`config.mk`:
```
export PLATFORM = sky130hd
export DESIGN_NAME = core_boot_release
export DESIGN_NICKNAME = d
export VERILOG_FILES = /design/src/rtl/boot_rel_pkg.sv /design/src/rtl/boot_rel_ctrl.sv /design/src/rtl/boot_rel_data.sv /design/src/rtl/core_boot_release.sv
export SDC_FILE = /design/constraint.sdc
export NUM_CORES = 1
export LEC_CHECK = 0
export BUFFER_PORTS_ARGS = -buffer_cell sky130_fd_sc_hd__buf_4
export CORE_MARGIN = 4
export CORE_UTILIZATION = 50
export CTS_CLUSTER_DIAMETER = 150
export DETAILED_ROUTE_END_ITERATION = 8
export PLACE_DENSITY = 0.71
export SYNTH_ARGS = -nofsm -noshare
export SYNTH_HDL_FRONTEND = slang
export SYNTH_SLANG_ARGS = --single-unit
```
`constraint.sdc`:
```
create_clock -name clk -period 6.25 [get_ports clk]
set_clock_uncertainty 0.1 [all_clocks]
set_input_delay 1.875 -clock clk [delete_from_list [all_inputs] [get_ports clk]]
set_output_delay 1.875 -clock clk [all_outputs]
set_load 0.005 [all_outputs]
```
`src/rtl/boot_rel_pkg.sv`:
```
package boot_rel_pkg;
  parameter int CORES  = 6;
  parameter int MODE_W = 4;

  localparam int REG_DONE  = 0;
  localparam int REG_STAT  = 1;
  localparam int REG_LMODE = 2;
  localparam int REG_ADDR0 = 4;

  typedef struct packed {
    logic             devReset;
    logic             lowBoot0;
    logic [CORES-1:0] rel;
    logic [CORES-1:0] addrWr;
  } bootStrobe_t;
endpackage

```
`src/rtl/boot_rel_ctrl.sv`:
```
module boot_rel_ctrl
  import boot_rel_pkg::*;
#(
  parameter int RAW = 4
) (
  input  logic              clk,
  input  logic              rstN,
  input  logic [MODE_W-1:0] modePins,
  input  logic              porReq,
  input  logic              warmReq,
  input  logic              sysReq,
  input  logic [CORES-1:0]  localReq,
  input  logic              regWe,
  input  logic [RAW-1:0]    regAddr,
  input  logic [CORES-1:0]  regWbits,
  output logic [CORES-1:0]  coreHold,
  output logic [CORES-1:0]  complete,
  output logic [CORES-1:0]  localMode,
  output logic [MODE_W-1:0] devMode,
  output logic [MODE_W-1:0] modeSel,
  output logic              devRst,
  output bootStrobe_t       strb
);
  logic             porPend;
  logic             sysOnly;
  logic             wrDone;
  logic             wrLmode;
  logic [CORES-1:0] pend;
  logic [CORES-1:0] setBit;
  logic [CORES-1:0] relNow;
  logic [CORES-1:0] addrWr;

  always_comb begin
    devRst  = porReq | warmReq | sysReq | porPend;
    sysOnly = sysReq & ~porReq & ~warmReq & ~porPend;
    modeSel = sysOnly ? devMode : modePins;
    wrDone  = regWe && (regAddr == RAW'(REG_DONE));
    wrLmode = regWe && (regAddr == RAW'(REG_LMODE));
    for (int i = 0; i < CORES; i++) begin
      setBit[i] = wrDone & regWbits[i];
      addrWr[i] = regWe && !devRst && coreHold[i] &&
                  (regAddr == RAW'(REG_ADDR0 + i));
      if (devRst)
        relNow[i] = (modeSel == '0) || (i == 0 && modeSel != MODE_W'(1));
      else
        relNow[i] = !localReq[i] && coreHold[i] && (pend[i] || setBit[i]);
    end
    strb.devReset = devRst;
    strb.lowBoot0 = modeSel >= MODE_W'(2);
    strb.rel      = relNow;
    strb.addrWr   = addrWr;
  end

  always_ff @(posedge clk or negedge rstN) begin
    if (!rstN) begin
      porPend   <= 1'b1;
      coreHold  <= '1;
      complete  <= '0;
      pend      <= '0;
      localMode <= '0;
      devMode   <= '0;
    end else begin
      porPend <= 1'b0;
      if (devRst) begin
        devMode   <= modeSel;
        localMode <= '0;
        pend      <= '0;
        coreHold  <= ~relNow;
        complete  <= relNow;
      end else begin
        if (wrLmode) localMode <= regWbits;
        for (int i = 0; i < CORES; i++) begin
          if (localReq[i]) begin
            coreHold[i] <= 1'b1;
            if (localMode[i]) begin
              complete[i] <= 1'b0;
              pend[i]     <= 1'b0;
            end else begin
              pend[i] <= 1'b1;
            end
          end else if (relNow[i]) begin
            coreHold[i] <= 1'b0;
            complete[i] <= 1'b1;
            pend[i]     <= 1'b0;
          end else if (setBit[i]) begin
            complete[i] <= 1'b1;
          end
        end
      end
    end
  end
endmodule

```
`src/rtl/boot_rel_data.sv`:
```
module boot_rel_data
  import boot_rel_pkg::*;
#(
  parameter int          AW       = 32,
  parameter int          RAW      = 4,
  parameter logic [AW-1:0] DEF_ADDR = 32'h0080_0000,
  parameter logic [AW-1:0] ALT_ADDR = 32'h0010_0000
) (
  input  logic              clk,
  input  logic              rstN,
  input  bootStrobe_t       strb,
  input  logic [AW-1:0]     regWdata,
  input  logic [RAW-1:0]    regAddr,
  input  logic [CORES-1:0]  complete,
  input  logic [CORES-1:0]  localMode,
  input  logic [MODE_W-1:0] devMode,
  output logic [AW-1:0]     regRdata,
  output logic [CORES*AW-1:0] startFlat
);
  logic [AW-1:0] addrReg  [CORES];
  logic [AW-1:0] startReg [CORES];
  logic [AW-1:0] resetVal [CORES];

  for (genvar g = 0; g < CORES; g++) begin : g_core
    if (g == 0) begin : g_first
      assign resetVal[g] = strb.lowBoot0 ? ALT_ADDR : DEF_ADDR;
    end else begin : g_other
      assign resetVal[g] = DEF_ADDR;
    end

    always_ff @(posedge clk or negedge rstN) begin
      if (!rstN) begin
        addrReg[g]  <= DEF_ADDR;
        startReg[g] <= DEF_ADDR;
      end else if (strb.devReset) begin
        addrReg[g] <= resetVal[g];
        if (strb.rel[g]) startReg[g] <= resetVal[g];
      end else begin
        if (strb.addrWr[g]) addrReg[g] <= regWdata;
        if (strb.rel[g]) startReg[g] <= addrReg[g];
      end
    end

    assign startFlat[g*AW +: AW] = startReg[g];
  end

  always_comb begin
    regRdata = '0;
    if (regAddr == RAW'(REG_DONE)) begin
      regRdata[CORES-1:0] = complete;
    end else if (regAddr == RAW'(REG_STAT)) begin
      regRdata[MODE_W-1:0] = devMode;
    end else if (regAddr == RAW'(REG_LMODE)) begin
      regRdata[CORES-1:0] = localMode;
    end else begin
      for (int i = 0; i < CORES; i++)
        if (regAddr == RAW'(REG_ADDR0 + i)) regRdata = addrReg[i];
    end
  end
endmodule

```
`src/rtl/core_boot_release.sv`:
```
module core_boot_release
  import boot_rel_pkg::*;
#(
  parameter int            AW       = 32,
  parameter int            RAW      = 4,
  parameter logic [AW-1:0] DEF_ADDR = 32'h0080_0000,
  parameter logic [AW-1:0] ALT_ADDR = 32'h0010_0000
) (
  input  logic                clk,
  input  logic                rstN,
  input  logic [MODE_W-1:0]   modePins,
  input  logic                porReq,
  input  logic                warmReq,
  input  logic                sysReq,
  input  logic [CORES-1:0]    localReq,
  input  logic                regWe,
  input  logic [RAW-1:0]      regAddr,
  input  logic [AW-1:0]       regWdata,
  output logic [AW-1:0]       regRdata,
  output logic [CORES-1:0]    coreHold,
  output logic [CORES*AW-1:0] startAddr,
  output logic                bootActive
);
  bootStrobe_t       strb;
  logic [CORES-1:0]  complete;
  logic [CORES-1:0]  localMode;
  logic [MODE_W-1:0] devMode;
  logic [MODE_W-1:0] modeSel;
  logic              devRst;

  boot_rel_ctrl #(.RAW(RAW)) u_ctrl (
    .clk(clk), .rstN(rstN), .modePins(modePins),
    .porReq(porReq), .warmReq(warmReq), .sysReq(sysReq),
    .localReq(localReq), .regWe(regWe), .regAddr(regAddr),
    .regWbits(regWdata[CORES-1:0]),
    .coreHold(coreHold), .complete(complete), .localMode(localMode),
    .devMode(devMode), .modeSel(modeSel), .devRst(devRst), .strb(strb)
  );

  boot_rel_data #(.AW(AW), .RAW(RAW), .DEF_ADDR(DEF_ADDR), .ALT_ADDR(ALT_ADDR)) u_data (
    .clk(clk), .rstN(rstN), .strb(strb), .regWdata(regWdata),
    .regAddr(regAddr), .complete(complete), .localMode(localMode),
    .devMode(devMode), .regRdata(regRdata), .startFlat(startAddr)
  );

  assign bootActive = |coreHold;
endmodule

```
==> metrics.csv <==
metric,value,unit
final setup fails,0,
fillcell total,3160,
finished layout cell area,0.02328,mm2
Max VDD drop,0.0001917,V
Worst setup EP type,output pin,
fmax,174.8,MHz
Ant. Diodes,0,
crit path max-delay cell type,clkinv_1,
GR peak layer,met1,
crit-path max cell delay,0.36,ns
CTS resizes,0,
WP data required,4.28,ns
pwr/cell area,247.8,mW/mm2
Area after DPL,0.02177,mm2
final worst path period share,91.54,%
Syn Inst Count,1941,
gr usage total,31.94,%
Synth Flop Type,dfrtp_1,
ranking of synthesized cells by area,"dfrtp_1, nand2_1, a21oi_1, a31o_1, nor3b_1",
vias in the first global route,16155,
Final min period,5.721,ns
clock-pin slew on the worst setup and hold paths,0.05,ns
"Seq/Total Area, Yosys",53.48,%
root buffer cell,clkbuf_16,
TritonCTS buffer count,46,
Async SR Flop Fraction,100.0,%
Die X,204.8,um
type of the most critical hold path,register to register,
gpl congestion,0.9593,
Post-CTS Setup Repair Bufs,0,
Yosys top cell by area,dfrtp_1,
routed len/inst,25.41,um
RSZ-0062 raised after global routing,false,
max cap viols,0,
Slew @ Worst Pin,1.283,ns
"CP delay by family, top",buffers and inverters,
ANT nets after route,0,
Mapped Area,0.01937,mm2
CORE AREA,0.03793,mm2
post-synthesis cell type count,71,
total I/O pin count,283,
maximum fanout along the worst path,37,
die span in y,204.8,um
drt total wl,68110,um
"EDFF count, synth",0,
CTS tree,done,
"flops & latches, synth",413,
layout cells sized above 1,24.44,%
Final #Nets,2184,
clock buffer depth,3,
endpoints failing hold,0,
largest net degree at the start of global routing,131,
Syn Area/Cell,9.979,um2
most frequent cells after synthesis,"nand2_1, dfrtp_1, a21oi_1, nor3b_1, a31o_1",
gr ovfl total,0,
"Clk Latency, worst-skew pair",0.57,ns
Vias,16723,
CTS sink cnt,413,
DR pass1 iterations,6,
drt via density,6.240,
status,"finished, final reports clean",
setup TNS,0,ns
Detail Placement HPWL,46830,um
Buffers on Ports,282,
GR Util met2,44.61,%
Leak,10.23,nW
Initial Utilization,51.06,%
initial antenna violation count,1,
hold-fix buffer count after cts,0,
critical path cell sequence,buf_4 > clkinv_1 > nand2_1 > buf_4 > o22ai_1 > a32o_1 > buf_4,
first-pass GRT wire length,103600,um
top-count cell post-synth,nand2_1,
Die Area,0.04195,mm2
CP bufs+invs,4,
YS warnings,0,
# H-tree levels,2,
met1 GRT Util,50.26,%
max_slew headroom,14.43,%
Synth Net Count,1993,
DRC viols,0,
Final Slew Violations,0,
cell mode on critical path,buf_4,
Layout Area Growth over Synthesis,20.19,%
# rows,71,
met3 Usage GRT,7.662,%
worst endpoint data arrival time,3.75,ns
Setup Crit Path Kind,primary input to output pin,
Iter 0 DRT Violations,1991,
top cell type's share of synthesized area,50.90,%
CP Launch Type,primary input,
-- final timing paths --
check                                 startpoint               endpoint  slack (ns)  cells after the start
max                                   regAddr[3]           regRdata[30]        0.53                      7
min                        u_data.startFlat[151]  u_data.startFlat[151]        0.39                      2
max reg2reg                       u_ctrl.porPend   u_data.startFlat[96]        3.40                      5
min reg2reg                u_data.startFlat[151]  u_data.startFlat[151]        0.39                      2
max in group asynchronous                   rstN  u_data.startFlat[150]        3.65                      2
min in group asynchronous                   rstN     u_data.addrReg[72]        1.26                      1
-- cells by family (layout without fill, tap and decap cells) --
group	count (synthesis)	after routing	synth area share, %
buffers and inverters	201	429	4.580
other	1	1	0.01936
flip-flops	413	413	53.48
multiplexers	81	81	4.942
AND/OR/NAND/NOR	688	688	17.47
AO/OA/AOI/OAI	557	557	19.51
-- routing by layer --
metal,share of wire (%),up-vias
li1,-,7278
met1,44,8392
met2,42,947
met3,11,104
met4,2.4,2
met5,0.025,-
-- per-stage QoR --
stage               power (W)  hold WS, ns  util, %  cells  worst slack (ns)
floorplan            0.002895       0.3589        -   1941             1.109
global placement     0.003087       0.3742    57.39   2595            0.5894
detailed placement   0.003090       0.3803    57.39   2595            0.5815
CTS                  0.005793       0.3894    61.37   2680            0.5700
global route         0.005938       0.4132    61.37   2680            0.4028
finish               0.005769       0.3886    61.37   2680            0.5289
-- layout by cell type (no fill, tap or decap), types with 10 or more instances in the layout --
cell type and count:
dfstp_2 19, nand3_1 14, a21oi_1 247, nor3b_1 124, mux2_1 10, nand2b_1 13, o221a_2 17, dfrtp_1 394
nand2_1 413, nor2_1 34, o21a_1 10, a22oi_1 26, a31o_1 116, o21ai_0 33, mux2_2 57, buf_4 326
a22o_1 31, clkbuf_1 17, and3_1 38, inv_1 10, o22ai_1 16, clkbuf_16 47
-- worst reg2reg max path, cell delays in order, from the launching register on --
cell	delay [ns]
dfstp_2	0.40
nor4_4	0.64
nand3b_2	0.13
buf_4	0.29
or2_1	0.72
a31o_2	0.47
-- flip-flops by register name, summed over array words and instances, names as in the netlist --
register	flops
u_ctrl.complete	6
u_data.addrReg	192
u_ctrl.pend	6
u_ctrl.devMode	4
u_ctrl.localMode	6
u_ctrl.coreHold	6
u_data.startFlat	192
u_ctrl.porPend	1
-- power breakdown --
part	leakage, nW	internal, W	switching, W	total (W)
sequential	5.68	0.00269	0.0000166	0.00270
clock	0.734	0.00160	0.00112	0.00272
combinational	3.82	0.0000958	0.000247	0.000343
-- cell type report --
cell class	count	area (um2)	area share, %
multi-input combinational	1327	8163	35.06
sequential	413	10360	44.49
clock inverter	14	176.4	0.7578
tap	511	639.4	2.746
inverter	12	45.04	0.1935
clock buffer	71	1336	5.740
timing repair buffer	332	2562	11.01
(Power assumes the default switching activity.)
